[config.mk]
export PLATFORM = sky130hd
export DESIGN_NAME = hxt_host_tx_channel
export DESIGN_NICKNAME = d
export VERILOG_FILES = /design/src/rtl/hxt_pkg.sv /design/src/rtl/hxt_byte_stage.sv /design/src/rtl/hxt_dsp_rx.sv /design/src/rtl/hxt_flag_mirror.sv /design/src/rtl/hxt_status.sv /design/src/rtl/hxt_host_tx_channel.sv
export SDC_FILE = /design/constraint.sdc
export NUM_CORES = 1
export LEC_CHECK = 0
export BUFFER_PORTS_ARGS = -buffer_cell sky130_fd_sc_hd__buf_2
export CORE_AREA = 2 2 71 73
export DETAILED_ROUTE_END_ITERATION = 8
export DIE_AREA = 0 0 73 75
export PLACE_DENSITY = 0.69
export SETUP_SLACK_MARGIN = 0.3
export SLEW_MARGIN = 5
export SYNTH_ARGS = -nofsm -noshare
export SYNTH_HDL_FRONTEND = slang
export SYNTH_HIERARCHICAL = 1
export SYNTH_SLANG_ARGS = --single-unit
[constraint.sdc]
create_clock -name clk -period 1.4 [get_ports clk]
set_input_delay 0.28 -clock clk [delete_from_list [all_inputs] [get_ports clk]]
set_output_delay 0.28 -clock clk [all_outputs]
set_load 0.02 [all_outputs]
[src/rtl/hxt_pkg.sv]
// Package: hxt_pkg
// Shared constants for the host transmit channel: status bit positions
// and the status byte type. Assumes an 8-bit host status register.
package hxt_pkg;
    localparam int STATUS_W   = 8;
    localparam int ST_TE      = 1;  // transmit-empty
    localparam int ST_TRDY    = 2;  // transmitter-ready
    localparam int ST_HF_BASE = 3;  // first DSP-owned host flag
    localparam int ST_HF_MAX  = 2;  // flags fit below reserved bit 5

    typedef logic [STATUS_W-1:0] status_t;
endpackage

[src/rtl/hxt_byte_stage.sv]
// Module: hxt_byte_stage
// Holds the host-written byte lanes and the transmit-empty flag.
// Lane 0 is the low byte; writing it commits the word. Assumes flush,
// host_init and xfer are synchronous and that xfer is only raised by the
// parent when transmit-empty is clear and the DSP register is free.
module hxt_byte_stage #(
    parameter  int BYTE_W  = 8,
    parameter  int N_BYTES = 3,
    localparam int WORD_W  = BYTE_W * N_BYTES,
    localparam int SEL_W   = $clog2(N_BYTES + 1)
) (
    input  logic              clk,
    input  logic              rst_n,
    input  logic              flush,
    input  logic              host_init,
    input  logic              host_wr,
    input  logic [SEL_W-1:0]  host_sel,
    input  logic [BYTE_W-1:0] host_wdata,
    input  logic              xfer,
    output logic [WORD_W-1:0] word_out,
    output logic              tx_empty
);
    logic [N_BYTES-1:0][BYTE_W-1:0] lanes;
    logic                           low_wr;

    // Commit strobe: a write aimed at the low lane.
    assign low_wr = host_wr && (host_sel == '0);

    genvar gi;
    generate
        for (gi = 0; gi < N_BYTES; gi++) begin : g_lane
            // Capture a host byte into this lane when it is selected.
            always_ff @(posedge clk) begin
                if (!rst_n) begin
                    lanes[gi] <= '0;
                end else if (host_wr && (host_sel == SEL_W'(gi))) begin
                    lanes[gi] <= host_wdata;
                end
            end
        end
    endgenerate

    // Transmit-empty: resets and init set it, a commit clears it, a transfer sets it.
    always_ff @(posedge clk) begin
        if (!rst_n) begin
            tx_empty <= 1'b1;
        end else if (flush) begin
            tx_empty <= 1'b1;
        end else if (host_init) begin
            tx_empty <= 1'b1;
        end else if (low_wr) begin
            tx_empty <= 1'b0;
        end else if (xfer) begin
            tx_empty <= 1'b1;
        end
    end

    assign word_out = lanes;
endmodule

[src/rtl/hxt_dsp_rx.sv]
// Module: hxt_dsp_rx
// DSP-side receive register and its full flag. Loads on xfer, frees on a
// DSP read. Assumes xfer is never raised while full is set.
module hxt_dsp_rx #(
    parameter int WORD_W = 24
) (
    input  logic              clk,
    input  logic              rst_n,
    input  logic              flush,
    input  logic              xfer,
    input  logic [WORD_W-1:0] word_in,
    input  logic              dsp_rd,
    output logic [WORD_W-1:0] rx_data,
    output logic              rx_full
);
    // Data register: loaded only by a transfer.
    always_ff @(posedge clk) begin
        if (!rst_n) begin
            rx_data <= '0;
        end else if (xfer) begin
            rx_data <= word_in;
        end
    end

    // Full flag: a transfer sets it, a DSP read or any reset clears it.
    always_ff @(posedge clk) begin
        if (!rst_n) begin
            rx_full <= 1'b0;
        end else if (flush) begin
            rx_full <= 1'b0;
        end else if (xfer) begin
            rx_full <= 1'b1;
        end else if (dsp_rd) begin
            rx_full <= 1'b0;
        end
    end
endmodule

[src/rtl/hxt_flag_mirror.sv]
// Module: hxt_flag_mirror
// DSP-owned host flags that the host sees read-only. Cleared by hardware
// and software reset only. Assumes dsp_flag_wr is synchronous.
module hxt_flag_mirror #(
    parameter int N_FLAGS = 2
) (
    input  logic               clk,
    input  logic               rst_n,
    input  logic               sw_reset,
    input  logic               flag_wr,
    input  logic [N_FLAGS-1:0] flag_data,
    output logic [N_FLAGS-1:0] flags
);
    // Flag register: DSP writes load it, hardware/software reset clear it.
    always_ff @(posedge clk) begin
        if (!rst_n) begin
            flags <= '0;
        end else if (sw_reset) begin
            flags <= '0;
        end else if (flag_wr) begin
            flags <= flag_data;
        end
    end
endmodule

[src/rtl/hxt_status.sv]
// Module: hxt_status
// Builds the host status byte and the host request output from channel
// state. Purely combinational. Assumes N_FLAGS <= ST_HF_MAX so that the
// reserved bits stay zero.
module hxt_status
    import hxt_pkg::*;
#(
    parameter int N_FLAGS = 2
) (
    input  logic               tx_empty,
    input  logic               rx_full,
    input  logic               req_en,
    input  logic [N_FLAGS-1:0] flags,
    output status_t            status_byte,
    output logic               host_req
);
    // Status assembly: unused positions default to zero.
    always_comb begin
        status_byte          = '0;
        status_byte[ST_TE]   = tx_empty;
        status_byte[ST_TRDY] = tx_empty & ~rx_full;
        for (int i = 0; i < N_FLAGS; i++) begin
            status_byte[ST_HF_BASE + i] = flags[i];
        end
    end

    // Request: empty lanes gated by the host's enable.
    assign host_req = tx_empty & req_en;
endmodule

[src/rtl/hxt_host_tx_channel.sv]
// Module: hxt_host_tx_channel
// Top of the host-to-DSP transmit channel. Three byte writes assemble a
// word that moves into the DSP receive register when that register is
// free. Assumes all control inputs are synchronous to clk.
module hxt_host_tx_channel
    import hxt_pkg::*;
#(
    parameter  int BYTE_W  = 8,
    parameter  int N_BYTES = 3,
    parameter  int N_FLAGS = 2,
    localparam int WORD_W  = BYTE_W * N_BYTES,
    localparam int SEL_W   = $clog2(N_BYTES + 1)
) (
    input  logic                clk,
    input  logic                rst_n,
    input  logic                sw_reset,
    input  logic                ind_reset,
    input  logic                stop_mode,
    input  logic                host_init,
    input  logic                host_wr,
    input  logic [SEL_W-1:0]    host_sel,
    input  logic [BYTE_W-1:0]   host_wdata,
    input  logic                req_en,
    input  logic                dsp_flag_wr,
    input  logic [N_FLAGS-1:0]  dsp_flag_data,
    input  logic                dsp_rd,
    output logic [STATUS_W-1:0] status_byte,
    output logic                host_req,
    output logic [WORD_W-1:0]   dsp_rx_data,
    output logic                dsp_rx_full
);
    logic              flush;
    logic              xfer;
    logic              tx_empty;
    logic [WORD_W-1:0] word;
    logic [N_FLAGS-1:0] flags;

    // Any of the channel-emptying conditions.
    assign flush = sw_reset | ind_reset | stop_mode;

    // Transfer when a committed word waits and the DSP register is free.
    assign xfer = ~tx_empty & ~dsp_rx_full & ~flush & ~host_init;

    hxt_byte_stage #(
        .BYTE_W  (BYTE_W),
        .N_BYTES (N_BYTES)
    ) u_bytes (
        .clk        (clk),
        .rst_n      (rst_n),
        .flush      (flush),
        .host_init  (host_init),
        .host_wr    (host_wr),
        .host_sel   (host_sel),
        .host_wdata (host_wdata),
        .xfer       (xfer),
        .word_out   (word),
        .tx_empty   (tx_empty)
    );

    hxt_dsp_rx #(
        .WORD_W (WORD_W)
    ) u_rx (
        .clk     (clk),
        .rst_n   (rst_n),
        .flush   (flush),
        .xfer    (xfer),
        .word_in (word),
        .dsp_rd  (dsp_rd),
        .rx_data (dsp_rx_data),
        .rx_full (dsp_rx_full)
    );

    hxt_flag_mirror #(
        .N_FLAGS (N_FLAGS)
    ) u_flags (
        .clk       (clk),
        .rst_n     (rst_n),
        .sw_reset  (sw_reset),
        .flag_wr   (dsp_flag_wr),
        .flag_data (dsp_flag_data),
        .flags     (flags)
    );

    hxt_status #(
        .N_FLAGS (N_FLAGS)
    ) u_status (
        .tx_empty    (tx_empty),
        .rx_full     (dsp_rx_full),
        .req_en      (req_en),
        .flags       (flags),
        .status_byte (status_byte),
        .host_req    (host_req)
    );
endmodule

==> reports/results.ini <==
[finish]
layout-area-overhead-vs-synth_pct = 22.9
nNetsFinal = 268
fin_util_pct = 55.2
drive_gt1_share_pct = 33.6
final-seq-area_sq_um = 1060
n_antenna_cell = 0
fill_cells = 428
fin_cells = 301
multiInputGateArea_sq_um = 915

[pwr]
power_per_cell_area_nw_per_um2 = 990
ir_drop_v = 0.000611
p_leak_nw = 1.17

[synthesis]
ys_top_cells_by_area = dfxtp_1 (50%), mux2i_1 (24%), nor2b_1 (7.5%)
yosysUniqueCellTypes = 22
yosys_warnings = 6
synth_top_area_cell = dfxtp_1
syn-cell-area_sq_um = 2090
avgSynthCellArea_sq_um = 10.8
synth.yosys.seq_area_share_pct = 49.7
async_reset_ff_share_pct = 0
netlist_instances = 194
ys_ff_latch = 52
netlist.area_leader.share_pct = 49.7
synth_enable_flop_cells = 0
synth-main-ff-cell = dfxtp_1

[critical_path]
arrival_ns = 1.52
required_ns = 1.59
critPathLaunchType = flip-flop
cp_max_fo = 26
end_kind = flip-flop
crit_type = reg -> reg

[timing]
hold_slack_ns = 0.215
setup_viol = 0
rsz0062_at_grt = true
finalHoldViolCount = 0
fmax_mhz = 754
worst_slack_ns = 0.0746
finalSetupTns_ns = 0
skew_ns = 0.00705
maxSlewViolCount = 0
final.period_utilization_pct = 94.7
finalCriticalPeriod_ns = 1.33

[route]
ant_nets = 0
viasPerCell = 4.70
drt_iter0_markers = 24
drt_first_pass_iters = 4
vias = 1416
wl_um = 3670
wl_per_cell_um = 12.2
drc = 0

[global_routing]
track_usage_pct = 14.4
antenna_found_initial = 0
gr-total-overflow = 0
grt_max_degree = 43
grt_pass1_vias = 1379
grt_pass1_wl_um = 6020

[cts]
cts-root-buf = clkbuf_8
clk_pin_slew_ns = 0.09
cts_tree = done
clk_latency_ns = 0.30
clockBufferDepth = 2
htree_num_levels = 2
cts.sinks = 52
cts_made_buffers = 5
cts_hold_buffers = 0

[placed_design]
dp.cells = 293
place.gp.congestion = 0.661
dp_slack_ns = -0.221
port-buffer-count = 51
place_hpwl_um = 2610

[floorplan]
ios = 56
rows = 25
chipWidth_um = 73
start_util_pct = 44.9
die_h_um = 75
fp.coreArea_sq_um = 4660
die-area_sq_um = 5480

[worst_hold_path]
holdCritPathClass = in -> reg

[flow_run]
drv_cap = 0

[status]
status = completed

[metrics by stage]
step                power, mW  area [sq um]
floorplan                1.66          2110
global placement         1.72          2380
detailed placement       1.72          2380
CTS                      2.57          2500
global route             2.63          2570
finish                   2.55          2570
[worst max-delay path, cell delays in order (launching register included)]
cell	delay (ns)
dfxtp_2	0.37
nor4_4	0.06
buf_12	0.17
or2_4	0.23
a2111o_1	0.39
[per-layer routing]
| layer | track usage [%] | up-vias | routed length [um] |
|---|---|---|---|
| li1 | - | 726 | - |
| met4 | 6.17 | 0 | 53 |
| met1 | 17.1 | 649 | 1720 |
| met3 | 3.61 | 4 | 167 |
| met2 | 24.7 | 37 | 1730 |
| met5 | 0 | - | 0 |
[area by class of cell]
class,instances,share of cell area [%]
flip-flops and latches,52,41.1
multi-input cells,124,35.5
repair buffers,61,17.0
clock buffers,8,3.50
well taps,54,2.63
inverters,2,0.292
[path summary, 6_finish.rpt]
| kind | startpoint | to | slack (ns) | cells after the start |
|---|---|---|---|---|
| worst max-delay path | u_bytes/tx_empty$_SDFFE_PP1P_ | u_bytes/tx_empty$_SDFFE_PP1P_ | 0.07 | 4 |
| worst min-delay path | dsp_flag_data[1] | u_flags/flags[1]$_SDFFE_PP0P_ | 0.21 | 3 |
| worst max register to register | u_bytes/tx_empty$_SDFFE_PP1P_ | u_bytes/tx_empty$_SDFFE_PP1P_ | 0.07 | 4 |
| worst min register to register | u_bytes/word_out[21]$_SDFFE_PN0P_ | u_bytes/word_out[21]$_SDFFE_PN0P_ | 0.46 | 2 |
[kinds of logic (layout without fill, tap and decap cells)]
logic type	Yosys count	in the layout	synth area share, %
buffers and inverters	21	71	7.41
DFF	52	52	49.7
muxes	50	50	23.9
other	1	4	0.179
AOI/OAI and AO/OA	2	2	1.02
and+or+nand+nor	68	68	17.8
[cells in the mapped netlist, types with 2 or more instances]
cell type	count
nor2b_1	25
dfxtp_1	52
nand3b_1	2
clkbuf_1	6
buf_4	7
buf_6	2
nor2_1	2
buf_2	2
mux2i_1	50
inv_1	2
nand2_1	32
buf_12	2
[cell usage in the layout, fill, tap and decap left out]
master	count
nor2b_4	1
nand3b_1	2
nor2_1	2
conb_1	4
buf_2	26
nor4_4	1
dfxtp_2	10
mux2i_1	50
or3_4	1
or3b_1	1
nand2_1	32
dfxtp_1	41
inv_1	2
nand2b_1	1
buf_12	2
a2111o_1	1
o211a_1	1
clkbuf_1	2
and2_4	1
dfxtp_4	1
buf_4	28
buf_6	5
or2_4	1
nor2b_1	25
clkbuf_8	6
[where the power goes]
part | total, mW | switching, mW | internal, mW
logic | 0.173 | 0.0889 | 0.0838
clock network | 0.860 | 0.456 | 0.404
registers | 1.51 | 0.0133 | 1.50
[flip-flops by register name, indices dropped and copies added (netlist names)]
| name | count |
|---|---|
| u_bytes/tx_empty | 1 |
| u_bytes/word_out | 24 |
| u_flags/flags | 2 |
| u_rx/rx_data | 24 |
| u_rx/rx_full | 1 |
[repair_timing]
| action | 4_1_cts | 5_1_grt |
|---|---|---|
| cloned | 0 | 0 |
| gates resized for setup | 10 | 32 |
| setup endpoints to repair | 32 | 50 |
| setup buffers | 0 | 0 |
Power figures use the tool's default switching activity.
